<file path="src/rtl/rt_pkg.sv">
package rt_pkg;
  parameter int unsigned NUM_REGS = 8;
  parameter int unsigned TAG_W    = 4;
  parameter int unsigned DATA_W   = 16;
  localparam int unsigned REG_W   = $clog2(NUM_REGS);

  typedef logic [REG_W-1:0]  regIdx_t;
  typedef logic [TAG_W-1:0]  tag_t;
  typedef logic [DATA_W-1:0] data_t;

  // Strobes from control to datapath, one bit per register entry
  typedef struct packed {
    logic [NUM_REGS-1:0] renameEn;
    logic [NUM_REGS-1:0] captureEn;
    logic [NUM_REGS-1:0] forwardHit;
  } rtStrobe_t;
endpackage

</file>
<file path="src/rtl/rt_ctrl.sv">
module rt_ctrl
  import rt_pkg::*;
(
  input  logic                           renValid,
  input  regIdx_t                        renReg,
  input  logic                           bcValid,
  input  tag_t                           bcTag,
  input  logic [NUM_REGS-1:0]            entryPresent,
  input  logic [NUM_REGS-1:0][TAG_W-1:0] entryTag,
  output rtStrobe_t                      strobes
);
  logic [NUM_REGS-1:0] tagMatch;
  logic [NUM_REGS-1:0] renameDec;

  for (genvar i = 0; i < NUM_REGS; i++) begin : g_entry
    always_comb begin
      renameDec[i] = renValid && (renReg == regIdx_t'(i));
      tagMatch[i]  = bcValid && !entryPresent[i] && (entryTag[i] == bcTag);
    end
  end

  always_comb begin
    strobes.renameEn   = renameDec;
    strobes.forwardHit = tagMatch;
    // a younger producer overrides a capture into the same entry
    strobes.captureEn  = tagMatch & ~renameDec;
  end
endmodule

</file>
<file path="src/rtl/rt_datapath.sv">
module rt_datapath
  import rt_pkg::*;
(
  input  logic                           clk,
  input  logic                           rstN,
  input  rtStrobe_t                      strobes,
  input  tag_t                           renTag,
  input  data_t                          bcData,
  input  regIdx_t                        srcAReg,
  input  regIdx_t                        srcBReg,
  output logic                           srcAPresent,
  output data_t                          srcAPayload,
  output logic                           srcBPresent,
  output data_t                          srcBPayload,
  output logic [NUM_REGS-1:0]            entryPresent,
  output logic [NUM_REGS-1:0][TAG_W-1:0] entryTag
);
  logic  [NUM_REGS-1:0] presentQ;
  data_t                payloadQ [NUM_REGS];

  // one field per entry: the value when present, else the tag in its low bits
  always_ff @(posedge clk) begin
    for (int i = 0; i < NUM_REGS; i++) begin
      if (!rstN) begin
        presentQ[i] <= 1'b1;
        payloadQ[i] <= '0;
      end else if (strobes.renameEn[i]) begin
        presentQ[i] <= 1'b0;
        payloadQ[i] <= data_t'(renTag);
      end else if (strobes.captureEn[i]) begin
        presentQ[i] <= 1'b1;
        payloadQ[i] <= bcData;
      end
    end
  end

  always_comb begin
    entryPresent = presentQ;
    for (int i = 0; i < NUM_REGS; i++) entryTag[i] = payloadQ[i][TAG_W-1:0];
  end

  // reads see the pre-rename contents, with a live broadcast forwarded
  always_comb begin
    srcAPresent = presentQ[srcAReg] | strobes.forwardHit[srcAReg];
    srcAPayload = strobes.forwardHit[srcAReg] ? bcData : payloadQ[srcAReg];
    srcBPresent = presentQ[srcBReg] | strobes.forwardHit[srcBReg];
    srcBPayload = strobes.forwardHit[srcBReg] ? bcData : payloadQ[srcBReg];
  end

  for (genvar i = 0; i < NUM_REGS; i++) begin : g_chk
    a_r2_rename_pending: assert property (@(posedge clk) disable iff (!rstN)
      strobes.renameEn[i] |=> !presentQ[i] && payloadQ[i] == data_t'($past(renTag)));
    a_r4_capture_sets: assert property (@(posedge clk) disable iff (!rstN)
      strobes.captureEn[i] |=> presentQ[i] && payloadQ[i] == $past(bcData));
    a_r5_idle_stable: assert property (@(posedge clk) disable iff (!rstN)
      !strobes.renameEn[i] && !strobes.captureEn[i]
        |=> $stable(presentQ[i]) && $stable(payloadQ[i]));
  end

  a_r6_rename_wins: assert property (@(posedge clk) disable iff (!rstN)
    (strobes.renameEn & strobes.captureEn) == '0);
endmodule

</file>
<file path="src/rtl/rt_rename_table.sv">
module rt_rename_table
  import rt_pkg::*;
(
  input  logic              clk,
  input  logic              rstN,
  input  logic [REG_W-1:0]  srcAReg,
  input  logic [REG_W-1:0]  srcBReg,
  input  logic              renValid,
  input  logic [REG_W-1:0]  renReg,
  input  logic [TAG_W-1:0]  renTag,
  input  logic              bcValid,
  input  logic [TAG_W-1:0]  bcTag,
  input  logic [DATA_W-1:0] bcData,
  output logic              srcAPresent,
  output logic [DATA_W-1:0] srcAPayload,
  output logic              srcBPresent,
  output logic [DATA_W-1:0] srcBPayload
);
  rtStrobe_t                      strobes;
  logic [NUM_REGS-1:0]            entryPresent;
  logic [NUM_REGS-1:0][TAG_W-1:0] entryTag;

  rt_ctrl ctrl_i (
    .renValid     (renValid),
    .renReg       (renReg),
    .bcValid      (bcValid),
    .bcTag        (bcTag),
    .entryPresent (entryPresent),
    .entryTag     (entryTag),
    .strobes      (strobes)
  );

  rt_datapath dp_i (
    .clk          (clk),
    .rstN         (rstN),
    .strobes      (strobes),
    .renTag       (renTag),
    .bcData       (bcData),
    .srcAReg      (srcAReg),
    .srcBReg      (srcBReg),
    .srcAPresent  (srcAPresent),
    .srcAPayload  (srcAPayload),
    .srcBPresent  (srcBPresent),
    .srcBPayload  (srcBPayload),
    .entryPresent (entryPresent),
    .entryTag     (entryTag)
  );
endmodule

</file>
<file path="config.mk">
export PLATFORM = sky130hd
export DESIGN_NAME = rt_rename_table
export DESIGN_NICKNAME = d
export VERILOG_FILES = /design/src/rtl/rt_pkg.sv /design/src/rtl/rt_ctrl.sv /design/src/rtl/rt_datapath.sv /design/src/rtl/rt_rename_table.sv
export SDC_FILE = /design/constraint.sdc
export NUM_CORES = 1
export LEC_CHECK = 0
export BUFFER_PORTS_ARGS = -buffer_cell sky130_fd_sc_hd__buf_2
export CAP_MARGIN = 20
export CORE_UTILIZATION = 55
export DETAILED_ROUTE_END_ITERATION = 8
export HOLD_SLACK_MARGIN = 0.1
export PLACE_DENSITY = 0.82
export SLEW_MARGIN = 10
export SYNTH_ARGS = -nofsm -noshare
export SYNTH_HDL_FRONTEND = slang
export SYNTH_SLANG_ARGS = --single-unit
export TNS_END_PERCENT = 10
</file>
<file path="constraint.sdc">
create_clock -name clk -period 4.09 [get_ports clk]
set_input_delay 0.818 -clock clk [delete_from_list [all_inputs] [get_ports clk]]
set_output_delay 0.818 -clock clk [all_outputs]
set_load 0.05 [all_outputs]
</file>
# After elaboration in Yosys (flattened, before gate mapping)

Memories as Yosys holds them, arrays and structs flattened.
Cells that the tools add are included.

Register bits after elaboration: 8
RAM bits: 128
Logic and storage cells: 186
Memories kept: 1

Memories:

| name          | words | width | read ports | clocked after Yosys merged registers in | wr ports | line              | source |
|---|---|---|---|---|---|---|---|
| dp_i.payloadQ | 8     | 16    | 10         | 0                                       | 8        | rt_datapath.sv:19 | `data_t payloadQ [NUM_REGS];` |

Magnitude comparators: 2
Equality and inequality tests: 15
Mux-type cells: 99
Bitwise operators: 20
Reduce and logical (&&, ||, !) cells: 41

Operators with widths:

| cell                                                        | count |
|---|---|
| two-way mux 16 bit                                          | 18 |
| two-way mux 1 bit                                           | 77 |
| equality test 4 bit                                         | 8 |
| logical AND 1 bit                                           | 24 |
| bitwise OR 1 bit                                            | 18 |
| nonzero test 2 bit                                          | 8 |
| binary-select mux 1 bit (select 3 bit)                      | 4 |
| equality test 3 bit (second input constant)                 | 4 |
| AND 8 bit                                                   | 1 |
| zero test 1 bit                                             | 8 |
| less-than comparator 3 x 4 -> 1 bit (second input constant) | 2 |
| NOT 8 bit                                                   | 1 |
| equality test 3 x 2 -> 1 bit (second input constant)        | 2 |
| equality test 3 x 1 -> 1 bit (second input constant)        | 1 |
| zero test 3 bit                                             | 1 |

# Depth between registers and ports, before layout

Gate-level depths: netlist (run 1).

Depth in word-level cells: 9
Depth in mapped cells: 9
Mapped depth without buffers: 6

# Cells and area by module

Synthesis (run 1) repeated with hierarchy kept, for this count alone.

Cell total of the unflattened synthesis: 703
Area total of the unflattened synthesis: 9161.3 µm²

By module, submodules not included:

| module      | times used | cells each | area each (µm²) | sequential area each (µm²) |
|---|---|---|---|---|
| rt_datapath | 1          | 621        | 8573.2          | 4003.8 |
| rt_ctrl     | 1          | 82         | 588.1           | 0.0 |

# Least setup slack after synthesis (run 1)

OpenSTA, ideal clock, no wires.

Path kind: in2out
Start point: input bcTag[1]
End point: output srcBPayload[10]
Data arrival time: 3.626 ns
Required time: 3.272 ns
Setup slack: -0.354 ns
Stages: 8
Path buffers: 2
Cells stage by stage: buf_4 > nor2b_1 > a2111oi_2 > nand4_1 > o211ai_1 > buf_2 > a21oi_1 > a221oi_1

Cells in the longest elaborated chain, start to end: 5
Elaborated cells on any way between the ends: 19
Classes of those cells: eq/ne (8); mux (3); reduce/logical (8)

Ends and longest elaborated chain:

| item                                      | line                  | source |
|---|---|---|
| from (decl)                               | rt_rename_table.sv:12 | `input logic [TAG_W-1:0] bcTag,` |
| equality test 4 bit                       | rt_ctrl.sv:18         | `tagMatch[i] = bcValid && !entryPresent[i] && (entryTag[i] == bcTag);` |
| logical AND 1 bit                         | rt_ctrl.sv:18         |  |
| binary-select mux 1 bit (select 3 bit) *  | rt_datapath.sv:47     | `srcBPayload = strobes.forwardHit[srcBReg] ? bcData : payloadQ[srcBReg];` |
| two-way mux 1 bit (not written as such) * | rt_datapath.sv:47     |  |
| two-way mux 16 bit *                      | rt_datapath.sv:47     |  |
| to (decl)                                 | rt_rename_table.sv:17 | `output logic [DATA_W-1:0] srcBPayload` |

Mark *: on every way between the ends. The rest lies on a longest branch, timed or not. The select of a mux whose other input is x is not followed.

# Worst setup path after layout (run 1)

Start point: input bcTag[3]
End point: output srcAPayload[3]

Cells in the longest elaborated chain, start to end: 5
Elaborated cells on any way between the ends: 19
Classes of those cells: eq/ne (8); mux (3); reduce/logical (8)

Ends and longest elaborated chain:

| item                                      | line                  | source |
|---|---|---|
| equality test 4 bit                       | rt_ctrl.sv:18         |  |
| logical AND 1 bit                         | rt_ctrl.sv:18         |  |
| binary-select mux 1 bit (select 3 bit) *  | rt_datapath.sv:45     | `srcAPayload = strobes.forwardHit[srcAReg] ? bcData : payloadQ[srcAReg];` |
| two-way mux 1 bit (not written as such) * | rt_datapath.sv:45     |  |
| two-way mux 16 bit *                      | rt_datapath.sv:45     |  |
| to (decl)                                 | rt_rename_table.sv:15 | `output logic [DATA_W-1:0] srcAPayload,` |

Marks and branches as above.

==> metrics.csv, run 1 <==
metric;value;unit
pre-CTS setup slack;71.7;ps
post-layout min period;4030;ps
synthesis-to-finish area growth;15.1;%
final worst setup slack;56.2;ps
internal power;2.82;mW
Synth cell types;46;
TritonCTS Sinks;136;
syn avg cell area;12.7;µm²
gpl congestion;0.945;
CP Data Arrival Time;3220;ps
CTS tree;yes;
Worst Hold Class;register to register;
die area;16200;µm²
first-pass iteration count of the detailed router;5;
total power;3.90;mW
Critical Path Start Type;primary input;
first-pass GRT wire length;39500;µm
final non-filler cell total;972;
crit share post-route;98.6;%
CTS Buffer Depth;2;
status;completed;
relative slew slack;31.7;%
CP Class;primary input to primary output;
final net count;785;
Rows;45;
Vias;6777;
max layer used;met4;
Cells after Synth;683;
cell taking the most area after synthesis;edfxtp_1;
PD cells;392;nW/µm²
Final Cell Area;9950;µm²
Fin Setup TNS;0;ps
Gate power share;17.0;%
post-synth top area share;44.4;%
DR DRC count;0;
grt total ovfl;0;
Synth Area in XOR/XNOR;2.33;%
number of global-route vias before repair;6712;
Ant. Diodes;0;
Die Y;127;µm
Compound-Gate Fraction of Synth Area;8.38;%
wire length on met1;9490;µm
DIE WIDTH;127;µm
Worst Max-Slew Pin Slew;1020;ps
Cells after DPL;939;
clk_skew;6.85;ps
Routed WL;26500;µm
GR Util All Layers;34.0;%
Psw;1.08;mW
Post-DRT Antenna Nets;0;
final hold slack;598;ps
dominant cells by area after synthesis;edfxtp_1, mux4_2, mux2i_1, nor3_1, and2_1;
VDD IR-drop max;0.339;mV
met3 wire len;3060;µm
largest family of logic cells by synthesized area;multiplexers;
Post-Syn Area;8650;µm²
Synth Area in Adders;0;%
Core ar.;15300;µm²
H-tree lvl count;4;
routed vias/inst;6.97;
simple-gate share of the synthesized area;13.9;%
Seq/Total Area, Yosys;46.3;%
# Max-Cap Violations;0;
FF+latch count, synth;136;
Clock Latency Late Sink;430;ps
Switching Share;27.6;%
Hold Fails Final Rpt;0;
Finish-stage setup viols;0;
met2 WL;12700;µm
initial antenna violation count;0;
Lkg Pwr;3.90;nW
Final Util;65.2;%
Iteration-0 DRC Markers;904;
Mapped Nets;720;
Clock transition at path regs;60;ps
Post-DP Area;9310;µm²
I/O pins;71;
input/output buffers;70;
TritonCTS Buffers;17;
max-slew violations;0;
clock share of power;41.2;%
Starting Density;56.7;%
mean routed wirelength per cell;27.3;µm
Root Driver;clkbuf_16;
CP endpoint kind;primary output;
Final HPWL DP;18200;µm
largest net degree at the start of global routing;33;
Flop pwr share;41.9;%
layout cells sized above 1;29.7;%
Synth Warn #;0;
required time of the critical path;3270;ps
FMAX;0.248;GHz
Worst Path Max Fanout;7;
post-synthesis mux area share;25.0;%
==> layout make-up <==
cell class                      count  area [µm²]
Timing Repair Buffer              111         693
Fill cell                        1080        5300
Clock buffer                       21         470
Clock inverter                     11         144
Multi-Input combinational cell    465        4320
Tap cell                          211         264
Sequential cell                   136        4000
Inverter                           17        63.8
==> routing by layer <==
layer	global-route usage [%]	up-vias
met3	8.84	97
met1	42.8	3299
met2	54.5	558
met4	17.4	0
li1	-	2823
met5	0	-
==> flip-flops by register name, summed over array words and instances (netlist names) <==
register and flops:
dp_i.entryPresent 8, dp_i.payloadQ 128
==> Yosys cell counts (all sizes together) <==
cell     number
o31ai         2
a21oi        16
and4b         3
nor2         13
or2           1
nand3b        2
a21boi        4
clkbuf       40
o22ai         7
buf          25
nand2        36
o21ai         8
nand4         2
o211ai        2
a221oi        8
xnor2         4
mux2i        51
dfxtp         8
o211a         2
a2111oi       3
or3           8
nand3        10
nand2b       12
and3         10
nor2b        11
a222oi        1
inv          16
nand4b        3
o32ai         8
clkinv        1
xor2         19
mux2          1
mux4         73
edfxtp      128
a2bb2oi       3
a22o         28
a211oi        1
and2         40
nor3         73
==> critical path: stages <==
cell       delay (ps)
buf_2             170
xor2_1            200
a2111oi_4         360
nand3_2           170
mux4_2            510
buf_4             200
mux2i_1           160
mux2i_1           280
buf_2             330
==> cell families (layout without fill, tap and decap cells) <==
kind of cell / Yosys count / after routing
flops: 136 / 136
buf+inv: 82 / 160
mux: 125 / 125
compound gates: 93 / 93
simple gates: 224 / 224
xor+xnor: 23 / 23
==> repair_timing <==
action,in CTS,in global routing
hold buffers,0,0
endpoints found under the setup margin,0,20
gates resized for setup,0,11
buffers inserted,0,1
==> final timing paths <==
path	slack (ps)	end	cells past startpoint	from
worst max-delay path	60	srcAPayload[3]	9	bcTag[3]
worst min-delay path	600	dp_i.entryPresent[7]	2	dp_i.entryPresent[7]
worst max register to register	1560	dp_i.payloadQ[0][4]	5	dp_i.payloadQ[0][3]
worst min register to register	600	dp_i.entryPresent[7]	2	dp_i.entryPresent[7]
==> layout by cell type, fill, tap and decap left out, types with 6 or more instances in the layout <==
| master | synthesis | final |
|---|---|---|
| nor2_1 | 13 | 13 |
| nand3_1 | 9 | 9 |
| inv_1 | 15 | 15 |
| buf_4 | 2 | 42 |
| a21oi_1 | 16 | 16 |
| mux4_2 | 73 | 73 |
| and3_1 | 10 | 10 |
| xor2_1 | 19 | 19 |
| nor2b_1 | 11 | 11 |
| o22ai_1 | 7 | 7 |
| edfxtp_1 | 128 | 128 |
| mux2i_1 | 51 | 51 |
| dfxtp_1 | 8 | 8 |
| nand2_1 | 36 | 36 |
| a22o_1 | 28 | 28 |
| or3_1 | 8 | 8 |
| buf_2 | 11 | 66 |
| o21ai_0 | 8 | 8 |
| clkbuf_16 | 0 | 17 |
| a221oi_1 | 8 | 6 |
| nor3_1 | 73 | 71 |
| nand2b_1 | 12 | 12 |
| and2_1 | 40 | 40 |
| o32ai_1 | 8 | 8 |
==> power by group through the flow <==
| stage | logic (mW) | clock network, mW | registers (mW) |
|---|---|---|---|
| 2_1_floorplan | 0.463 | 0 | 1.64 |
| 3_3_place_gp | 0.629 | 0 | 1.65 |
| 6_report | 0.663 | 1.60 | 1.63 |
| 4_1_cts | 0.644 | 1.60 | 1.63 |
| 5_1_grt | 0.689 | 1.66 | 1.64 |
| 3_5_place_dp | 0.641 | 0 | 1.66 |
(Power assumes the default switching activity.)
==> inputs of run 2 (changes only) <==
--- a/config.mk
+++ b/config.mk
@@ -7,10 +7,12 @@
 export LEC_CHECK = 0
 export BUFFER_PORTS_ARGS = -buffer_cell sky130_fd_sc_hd__buf_2
 export CAP_MARGIN = 20
-export CORE_UTILIZATION = 55
+export CELL_PAD_IN_SITES_DETAIL_PLACEMENT = 2
+export CELL_PAD_IN_SITES_GLOBAL_PLACEMENT = 2
+export CORE_UTILIZATION = 42
 export DETAILED_ROUTE_END_ITERATION = 8
 export HOLD_SLACK_MARGIN = 0.1
-export PLACE_DENSITY = 0.82
+export PLACE_DENSITY = 0.88
 export SLEW_MARGIN = 10
 export SYNTH_ARGS = -nofsm -noshare
 export SYNTH_HDL_FRONTEND = slang
==> run 2 against run 1 <==
Against the previous run:
- the flow now finishes with violations (negative setup slack)
- core utilization is 15 points lower
- sequential share of layout area is 0.99 points lower
- count of clock-buffer cells in the layout down 3
- sequential power is essentially flat
- fmax down 3.4%
- critical path depth fell by 1
- via count increased by 8.9%
- combinational power is 12% higher
- setup slack lost 140 ps
- largest power group unchanged
- highest routed layer unchanged
==> metrics.csv, run 2 (synthesis gave the netlist of run 1 again) <==
metric;value;unit;change
Final HPWL DP;23700;µm;was 18200 µm
post-layout min period;4180;ps;was 4030 ps
number of flip-flops in the largest register;128;;unchanged
Fill cells;1937;;was 1080
total power;3.96;mW;was 3.90 mW
TritonCTS Buffers;17;;unchanged
CTS tree;yes;;unchanged
CTS Buffer Depth;2;;unchanged
GR Util All Layers;35.8;%;was 34.0%
final net count;800;;was 785
Critical Path Start Type;primary input;;unchanged
VDD IR-drop max;0.324;mV;was 0.339 mV
number of global-route vias before repair;7771;;was 6712
Cells after DPL;1001;;was 939
crit-path cells;clkbuf_4 > inv_1 > a222oi_1 > nand3_2 > mux4_2 > and3_1 > or3_1 > buf_2;;was buf_2 > xor2_1 > a2111oi_4 > nand3_2 > mux4_2 > buf_4 > mux2i_1 > mux2i_1 > buf_2
final worst setup slack;-87.0;ps;was 56.2 ps
TritonCTS Sinks;136;;unchanged
r2r startpoint;dp_i.payloadQ[0][3];;unchanged
Clock Latency Late Sink;460;ps;was 430 ps
crit share post-route;102;%;was 98.6%
H-tree lvl count;4;;unchanged
grt total ovfl;0;;unchanged
die area;21200;µm²;was 16200 µm²
crit path max-delay cell type;mux4_2;;unchanged
Worst Hold Class;register to register;;unchanged
Final Cell Area;10200;µm²;was 9950 µm²
FMAX;0.239;GHz;was 0.248 GHz
Worst Path Max Fanout;7;;unchanged
Lkg Pwr;3.96;nW;was 3.90 nW
CP Class;primary input to primary output;;unchanged
PD cells;388;nW/µm²;was 392 nW/µm²
met3 Use GR;8.18;%;was 8.84%
Rows;52;;was 45
max-slew violations;0;;unchanged
DIE WIDTH;145;µm;was 127 µm
synthesis-to-finish area growth;18.0;%;was 15.1%
initial antenna violation count;3;;was 0
Post-DP Area;9430;µm²;was 9310 µm²
Switching Share;31.2;%;was 27.6%
Core ar.;20200;µm²;was 15300 µm²
Die Y;145;µm;was 127 µm
Finish-stage setup viols;19;;was 0
GRT Max-Usage Layer;met2;;unchanged
Routed WL;37700;µm;was 26500 µm
# Max-Cap Violations;0;;unchanged
reg2reg end;dp_i.payloadQ[0][0];;was dp_i.payloadQ[0][4]
hold_buf cts;0;;unchanged
status;finished with violations;;was completed
violated checks;negative setup slack;;
Psw;1.24;mW;was 1.08 mW
Iteration-0 DRC Markers;802;;was 904
final non-filler cell total;1047;;was 972
largest net degree at the start of global routing;37;;was 33
Critical Path End;srcBPayload[1];;was srcAPayload[3]
RSZ-0062 raised after global routing;yes;;
Critical path origin;bcTag[1];;was bcTag[3]
Root Driver;clkbuf_16;;unchanged
routed vias/inst;7.05;;was 6.97
hold path cells;2;;unchanged
R2R depth;6;;was 5
clk_skew;13.8;ps;was 6.85 ps
relative slew slack;29.1;%;was 31.7%
most frequent cells in the layout;edfxtp_1, mux4_2, nor3_1;;unchanged
CP Data Arrival Time;3360;ps;was 3220 ps
Flop pwr share;41.5;%;was 41.9%
internal power;2.73;mW;was 2.82 mW
first-pass iteration count of the detailed router;5;;unchanged
DR DRC count;0;;unchanged
Clock transition at path regs;70;ps;was 60 ps
R2R Setup Slk;1070;ps;was 1560 ps
Worst Max-Slew Pin Slew;1060;ps;was 1020 ps
clock share of power;39.9;%;was 41.2%
Global Route met2 Usage;57.6;%;was 54.5%
most common cell after layout, fill and taps aside;edfxtp_1;;unchanged
Largest Register;dp_i.payloadQ;;unchanged
Post-DRT Antenna Nets;0;;unchanged
required time of the critical path;3270;ps;about the same
input/output buffers;70;;unchanged
Starting Density;42.7;%;was 56.7%
layout cells sized above 1;31.2;%;was 29.7%
Hold Fails Final Rpt;0;;unchanged
Vias;7379;;was 6777
mean routed wirelength per cell;36.0;µm;was 27.3 µm
gpl congestion;0.907;;was 0.945
met1 Use GR;46.8;%;was 42.8%
Worst path max stage delay;640;ps;was 510 ps
first-pass GRT wire length;54300;µm;was 39500 µm
final hold slack;650;ps;was 598 ps
Gate power share;18.7;%;was 17.0%
CP endpoint kind;primary output;;unchanged
I/O pins;71;;unchanged
## run 2: metal layers
layer	part of all wire, %	wire length, µm
met5	0	0
met3	10	3750
met2	48	18000
met4	3.5	1330
met1	39	14500
## run 2: area by class of cell
type	count	area (µm²)	share of cell area [%]
multi-input combinational	466	4370	42.8
sequential	136	4000	39.2
timing repair buffer	125	846	8.29
clock buffer	18	429	4.21
tap	270	338	3.31
clock inverter	14	151	1.48
inverter	17	66.3	0.650
antenna	1	2.50	0.0245
## run 2: power groups by stage
stage               Sequential, mW  Combinational [mW]  Clock (mW)
finish                        1.64               0.740        1.58
global route                  1.65               0.754        1.62
CTS                           1.64               0.710        1.57
detailed placement            1.66               0.681           0
global placement              1.65               0.654           0
floorplan                     1.64               0.463           0
## run 2: worst max-delay path, delay by kind of cell
family	cells	cell delay [ps]
AO/OA/AOI/OAI	1	490
buffers and inverters	3	520
multiplexers	1	640
AND/OR/NAND/NOR	3	890
## run 2: repair_timing
action,in CTS,in global routing
setup endpoints to repair,20,32
gates resized for setup,10,17
buffers inserted,7,5
gates cloned,1,0
pin swaps,5,6
## run 2: how the worst min path moves through the flow
stage / end / slack [ps] / from
5_1_grt: dp_i.entryPresent[2] / 690 / dp_i.entryPresent[2]
3_3_place_gp: dp_i.entryPresent[0] / 560 / dp_i.entryPresent[0]
2_1_floorplan: dp_i.entryPresent[4] / 500 / dp_i.entryPresent[4]
6_report: dp_i.entryPresent[2] / 650 / dp_i.entryPresent[2]
3_5_place_dp: dp_i.entryPresent[0] / 590 / dp_i.entryPresent[0]
4_1_cts: dp_i.entryPresent[2] / 610 / dp_i.entryPresent[2]
## run 2: stage by stage
step | TNS, ps | util (%) | setup slack [ps]
2_1_floorplan | -3940 | - | -354
3_3_place_gp | 0 | 46.6 | 71.4
3_5_place_dp | -329 | 46.6 | -65.4
4_1_cts | -35.5 | 50.0 | -29.9
5_1_grt | -702 | 50.4 | -75.1
6_report | -908 | 50.4 | -87.0
